**config.mk**
```make
export PLATFORM = sky130hd
export DESIGN_NAME = pwroff_ack_watch
export DESIGN_NICKNAME = d
export VERILOG_FILES = /design/src/rtl/pwroff_pkg.sv /design/src/rtl/pwroff_regs.sv /design/src/rtl/pwroff_timer.sv /design/src/rtl/pwroff_status.sv /design/src/rtl/pwroff_ack_watch.sv
export SDC_FILE = /design/constraint.sdc
export NUM_CORES = 1
export LEC_CHECK = 0
export BUFFER_PORTS_ARGS = -buffer_cell sky130_fd_sc_hd__buf_2
export CORE_MARGIN = 4
export CORE_UTILIZATION = 50
export DETAILED_ROUTE_END_ITERATION = 8
export PLACE_DENSITY = 0.71
export SYNTH_ARGS = -nofsm -noshare
export SYNTH_HDL_FRONTEND = slang
export SYNTH_SLANG_ARGS = --single-unit
export TNS_END_PERCENT = 20
```
**constraint.sdc**
```tcl
create_clock -name clk -period 6.6 [get_ports clk]
set_input_delay 0.99 -clock clk [delete_from_list [all_inputs] [get_ports clk]]
set_output_delay 0.99 -clock clk [all_outputs]
set_load 0.005 [all_outputs]
```
**src/rtl/pwroff_pkg.sv**
```systemverilog
package pwroff_pkg;
  localparam int unsigned ST_ACK  = 0;
  localparam int unsigned ST_L23  = 1;
  localparam int unsigned ST_TMO  = 2;
  localparam int unsigned ST_W    = 3;
  localparam int unsigned REG_TMO  = 0;
  localparam int unsigned REG_STAT = 1;

  // bit 2 timeout, bit 1 L2/L3 ready, bit 0 acknowledge
  typedef struct packed {
    logic tmo;
    logic l23;
    logic ack;
  } stat_t;
endpackage

```
**src/rtl/pwroff_regs.sv**
```systemverilog
module pwroff_regs
  import pwroff_pkg::*;
#(
  parameter int unsigned DATA_W = 32,
  parameter int unsigned ADDR_W = 2,
  parameter int unsigned TMO_W  = 22
) (
  input  logic              clk,
  input  logic              rst,
  input  logic              sel,
  input  logic              wr,
  input  logic [ADDR_W-1:0] addr,
  input  logic [DATA_W-1:0] wdata,
  input  stat_t             stat,
  output logic [DATA_W-1:0] rdata,
  output logic [TMO_W-1:0]  tmo_lim,
  output stat_t             clr
);
  localparam int unsigned PAD_W = DATA_W - TMO_W;

  logic hit_tmo, hit_stat;

  assign hit_tmo  = sel && (addr == ADDR_W'(REG_TMO));
  assign hit_stat = sel && (addr == ADDR_W'(REG_STAT));

  always_comb begin
    clr = '0;
    if (hit_stat && wr) clr = stat_t'(wdata[ST_W-1:0]);
  end

  always_ff @(posedge clk) begin
    if (rst) begin
      tmo_lim <= '0;
      rdata   <= '0;
    end else begin
      if (hit_tmo && wr) tmo_lim <= wdata[TMO_W-1:0];
      if (sel && !wr) begin
        if (hit_tmo)       rdata <= {{PAD_W{1'b0}}, tmo_lim};
        else if (hit_stat) rdata <= {{(DATA_W-ST_W){1'b0}}, stat};
        else               rdata <= '0;
      end
    end
  end
endmodule

```
**src/rtl/pwroff_timer.sv**
```systemverilog
module pwroff_timer #(
  parameter int unsigned TMO_W = 22
) (
  input  logic             clk,
  input  logic             rst,
  input  logic             start,
  input  logic             ack,
  input  logic [TMO_W-1:0] lim,
  output logic             run,
  output logic             expire
);
  logic [TMO_W-1:0] cnt_q;
  logic             last;

  assign last   = (TMO_W'(cnt_q + 1'b1) == lim);
  assign expire = run && last && (lim != '0) && !ack;

  always_ff @(posedge clk) begin
    if (rst) begin
      run   <= 1'b0;
      cnt_q <= '0;
    end else if (ack) begin
      run <= 1'b0;
    end else if (start) begin
      run   <= (lim != '0);
      cnt_q <= '0;
    end else if (run) begin
      if (last || lim == '0) run <= 1'b0;
      else                   cnt_q <= cnt_q + 1'b1;
    end
  end
endmodule

```
**src/rtl/pwroff_status.sv**
```systemverilog
module pwroff_status
  import pwroff_pkg::*;
#(
  parameter int unsigned SETTLE_CYC = 5
) (
  input  logic  clk,
  input  logic  rst,
  input  logic  ack,
  input  logic  l23,
  input  logic  expire,
  input  stat_t clr,
  output stat_t stat_q,
  output logic  safe_q
);
  localparam int unsigned SC_W = $clog2(SETTLE_CYC + 1);
  localparam logic [SC_W-1:0] SC_END = SC_W'(SETTLE_CYC);

  stat_t           set_v, stat_n;
  logic [SC_W-1:0] sc_q, sc_n;
  logic            safe_n;

  always_comb begin
    set_v     = '0;
    set_v.ack = ack;
    set_v.l23 = l23;
    set_v.tmo = expire;
    stat_n    = (stat_q & ~clr) | set_v;
    if (!stat_n.l23 || !stat_q.l23) sc_n = '0;
    else if (sc_q == SC_END)        sc_n = sc_q;
    else                            sc_n = sc_q + 1'b1;
    safe_n = stat_n.ack || stat_n.tmo || (stat_n.l23 && sc_n == SC_END);
  end

  always_ff @(posedge clk) begin
    if (rst) begin
      stat_q <= '0;
      sc_q   <= '0;
      safe_q <= 1'b0;
    end else begin
      stat_q <= stat_n;
      sc_q   <= sc_n;
      safe_q <= safe_n;
    end
  end
endmodule

```
**src/rtl/pwroff_ack_watch.sv**
```systemverilog
module pwroff_ack_watch
  import pwroff_pkg::*;
#(
  parameter int unsigned DATA_W    = 32,
  parameter int unsigned ADDR_W    = 2,
  parameter int unsigned TMO_W     = 22,
  parameter int unsigned CORE_MHZ  = 50,
  parameter int unsigned SETTLE_NS = 100
) (
  input  logic              clk,
  input  logic              rst,
  input  logic              turnoff_done_i,
  input  logic              ack_msg_i,
  input  logic              l23_ready_i,
  input  logic              bus_sel_i,
  input  logic              bus_wr_i,
  input  logic [ADDR_W-1:0] bus_addr_i,
  input  logic [DATA_W-1:0] bus_wdata_i,
  output logic [DATA_W-1:0] bus_rdata_o,
  output logic              safe_off_o
);
  localparam int unsigned SETTLE_RAW = (SETTLE_NS * CORE_MHZ + 999) / 1000;
  localparam int unsigned SETTLE_CYC = (SETTLE_RAW == 0) ? 1 : SETTLE_RAW;

  stat_t            stat_q, clr;
  logic [ST_W-1:0]  stat_vec;
  logic [TMO_W-1:0] tmo_lim;
  logic             tmo_run, tmo_expire;

  assign stat_vec = stat_q;

  pwroff_regs #(.DATA_W(DATA_W), .ADDR_W(ADDR_W), .TMO_W(TMO_W)) u_regs (
    .clk(clk), .rst(rst), .sel(bus_sel_i), .wr(bus_wr_i), .addr(bus_addr_i),
    .wdata(bus_wdata_i), .stat(stat_q), .rdata(bus_rdata_o),
    .tmo_lim(tmo_lim), .clr(clr)
  );

  pwroff_timer #(.TMO_W(TMO_W)) u_timer (
    .clk(clk), .rst(rst), .start(turnoff_done_i), .ack(ack_msg_i),
    .lim(tmo_lim), .run(tmo_run), .expire(tmo_expire)
  );

  pwroff_status #(.SETTLE_CYC(SETTLE_CYC)) u_status (
    .clk(clk), .rst(rst), .ack(ack_msg_i), .l23(l23_ready_i),
    .expire(tmo_expire), .clr(clr), .stat_q(stat_q), .safe_q(safe_off_o)
  );
endmodule

```
==> results.py <==
metrics = {
    "run_status": {
        "status": "complete, no violations",
    },
    "clocking": {
        "root_buffer": "clkbuf_8",
        "holdBufCountCts": 0,
        "ctsHtreeMaxLevel": 3,
        "cts_sinks": 74,
        "cts.repair.resized": 0,
        "clkTransAtPathRegs_ns": 0.08,
        "post_cts_buffers": 0,
        "cts_buffers": 9,
        "clk_latency_ns": 0.35,
        "tritoncts": "built",
        "cts_buffer_depth": 2,
    },
    "timing": {
        "fin_ws_ns": 2.57,
        "max_freq_mhz": 248,
        "slew_viol_final": 0,
        "finalSetupTns_ns": 0,
        "slew_headroom_pct": 15.6,
        "rsz0062_at_grt": "no",
        "final.setup_skew_ns": 0.0104,
        "worst_pin_slew_ns": 1.26,
        "period_minus_slack_ns": 4.03,
        "post-route-period-util_pct": 61.0,
        "setup_viol": 0,
        "hold_viol": 0,
    },
    "synth": {
        "synth_seq_area_share_pct": 37.0,
        "async_reset_ff_share_pct": 0,
        "yosysWarnings": 0,
        "synth_seq_cells": 74,
        "synth_cells": 473,
        "synth_ff_type": "dfxtp_1",
        "ys_types": 65,
        "synth_top_family_by_area": "simple AND/OR/NAND/NOR gates",
        "synth_area_um2": 4000,
        "synth-simple-area-share_pct": 28.1,
        "yosys-top-cells-area": "dfxtp_1 (37%), nand2_1 (6.9%), xnor2_1 (4.6%)",
        "yosysTopAreaCell": "dfxtp_1",
        "synth_compound_area_share_pct": 16.2,
        "avgSynthCellArea_um2": 8.46,
        "netlist.area_leader.share_pct": 37.0,
        "muxShareOfSynthArea_pct": 1.09,
        "synthXorXnorAreaFrac_pct": 8.88,
        "synthAdderAreaFrac_pct": 1.25,
        "synth_edf_count": 0,
    },
    "layout": {
        "drive_above_1_share_pct": 19.1,
        "final_area_um2": 4380,
        "n_antenna_cell": 0,
        "final_nets": 549,
        "syn_to_final_growth_pct": 9.42,
        "instances_no_fill": 610,
    },
    "worst_setup_path": {
        "path_max_fanout": 16,
        "critical_path.slowest_cell": "or4_4",
        "timing.reg2reg.setup_slack_ns": 2.57,
        "critical_path_arrival_ns": 4.27,
        "required_ns": 6.84,
        "cp_slowest_stage_delay_ns": 0.77,
        "start_kind": "register",
        "cp_top_family": "simple AND/OR/NAND/NOR gates",
        "crit_chain": "nand4_1 > or4_4 > nor3_2 > xnor2_1 > nand4b_1 > o311ai_2 > buf_4 > nor2_4 > a221o_1",
        "worst_setup_path_end_kind": "register",
        "cp-startpoint": "u_timer.cnt_q[3]",
        "cp.buffers_inverters": 1,
        "r2r_start": "u_timer.cnt_q[3]",
        "criticalPathCategory": "reg -> reg",
    },
    "pwr": {
        "ir_drop_uv": 147,
        "power_density_nw_per_um2": 198,
        "power_leakage_uw": 0.00177,
    },
    "hold_path": {
        "worstHoldStart": "u_regs.tmo_lim[1]",
        "worst_hold_path_type": "reg -> reg",
    },
    "detailed_routing": {
        "drt_wl_total_mm": 9.63,
        "drc": 0,
        "wl_per_cell_um": 15.8,
        "vias": 3503,
        "drtIter0Drc": 250,
        "first_pass_iters": 5,
        "drt-vias-per-instance": 5.74,
        "drtAntennaViolNets": 0,
    },
    "placement": {
        "place_area_um2": 4190,
        "dp_slack_ns": 2.58,
        "dp.cells": 595,
        "numPortBuffers": 53,
        "routabilityCongestion": 0.864,
        "hpwl_mm": 6.87,
    },
    "floorplanning": {
        "io_pins": 74,
        "fp.dieW_um": 97.4,
        "initial_core_util_pct": 51.5,
        "core-area_um2": 7770,
        "rows": 32,
        "die-area_um2": 9500,
        "die_h_um": 97.4,
    },
    "flow_run": {
        "cap_viol_max_count": 0,
    },
    "grt": {
        "grt_max_degree": 76,
        "grt_pass1_vias": 3350,
        "overflow": 0,
        "antenna_found_initial": 0,
        "grt_pass1_wl_mm": 16.1,
        "grtUsageTotal_pct": 20.4,
    },
}
## cells in the final DEF (no fill, tap or decap), types with 7 or more instances in the layout
| cell | synthesis | final |
|---|---|---|
| nor3_1 | 15 | 13 |
| clkbuf_8 | 0 | 9 |
| and3_1 | 7 | 7 |
| buf_2 | 6 | 53 |
| nand2_1 | 74 | 74 |
| xor2_1 | 17 | 17 |
| dfxtp_1 | 74 | 74 |
| nand4_1 | 11 | 11 |
| nor4_1 | 9 | 9 |
| conb_1 | 1 | 10 |
| a22oi_1 | 23 | 23 |
| a21oi_1 | 29 | 29 |
| xnor2_1 | 21 | 21 |
| nor2_1 | 46 | 46 |
| a221o_1 | 7 | 7 |
## synth_stat cells, drive strengths merged (7+ instances only)
master   n
a221o    7
xor2    17
xnor2   21
nor3    20
and3     8
dfxtp   74
nor2    47
clkbuf  15
a21oi   29
nor4    11
a22oi   23
nand2   74
buf     30
nand4   12
## worst min-delay path, cell delays in order, from the launching register on
cell and delay, ns:
dfxtp_1 0.35, nand2_1 0.06, a21oi_1 0.05
## sequential cells by signal, indices dropped and copies added, names as in the netlist
name	flops
u_timer.cnt_q	22
u_regs.rdata	22
u_status.stat_q	3
u_regs.tmo_lim	22
u_timer.run	1
u_status.safe_q	1
u_status.sc_q	3
## kinds of logic (layout without fill, tap and decap cells)
kind of cell | count (synthesis) | count (layout)
and+or+nand+nor | 210 | 210
xor gates and xnor gates | 39 | 39
other | 1 | 10
muxes | 4 | 4
DFF | 74 | 74
buffers and inverters | 51 | 77
adders and majority gates | 4 | 4
AOI/OAI and AO/OA | 90 | 90
## cell type report
class / instances / area (um^2)
Fill cell: 743 / 3390
Timing Repair Buffer: 56 / 288
Clock inverter: 6 / 65.1
Tap cell: 102 / 128
Clock buffer: 9 / 124
Inverter: 6 / 22.5
Sequential cell: 74 / 1480
Multi-Input combinational cell: 357 / 2270
## path summary, 6_finish.rpt
path / cells past startpoint / to
worst max-delay path: 9 / u_timer.cnt_q[21]
worst min-delay path: 2 / u_regs.tmo_lim[1]
worst max register to register: 9 / u_timer.cnt_q[21]
worst min register to register: 2 / u_regs.tmo_lim[1]
## report_power, final
part,total (uW),internal [uW],switching [uW]
Clock,350,174,176
Sequential,458,451,6.08
Combinational,58.2,21.7,36.5
Total,865,647,218
## metal layers
layer	vias to the layer above	track usage [%]	routed length, um
met5	-	0	0
met4	0	8.84	201
met3	22	3.45	490
met2	101	31.8	4490
met1	1659	27.6	4440
li1	1721	-	-
## per-stage QoR
stage / hold WS, ns / power (uW) / util (%)
2_1_floorplan: 0.457 / 509 / -
5_1_grt: 0.540 / 896 / 56.3
4_1_cts: 0.509 / 870 / 56.3
6_report: 0.506 / 865 / 56.3
3_3_place_gp: 0.474 / 525 / 53.9
3_5_place_dp: 0.498 / 526 / 53.9
Power figures use the tool's default switching activity.
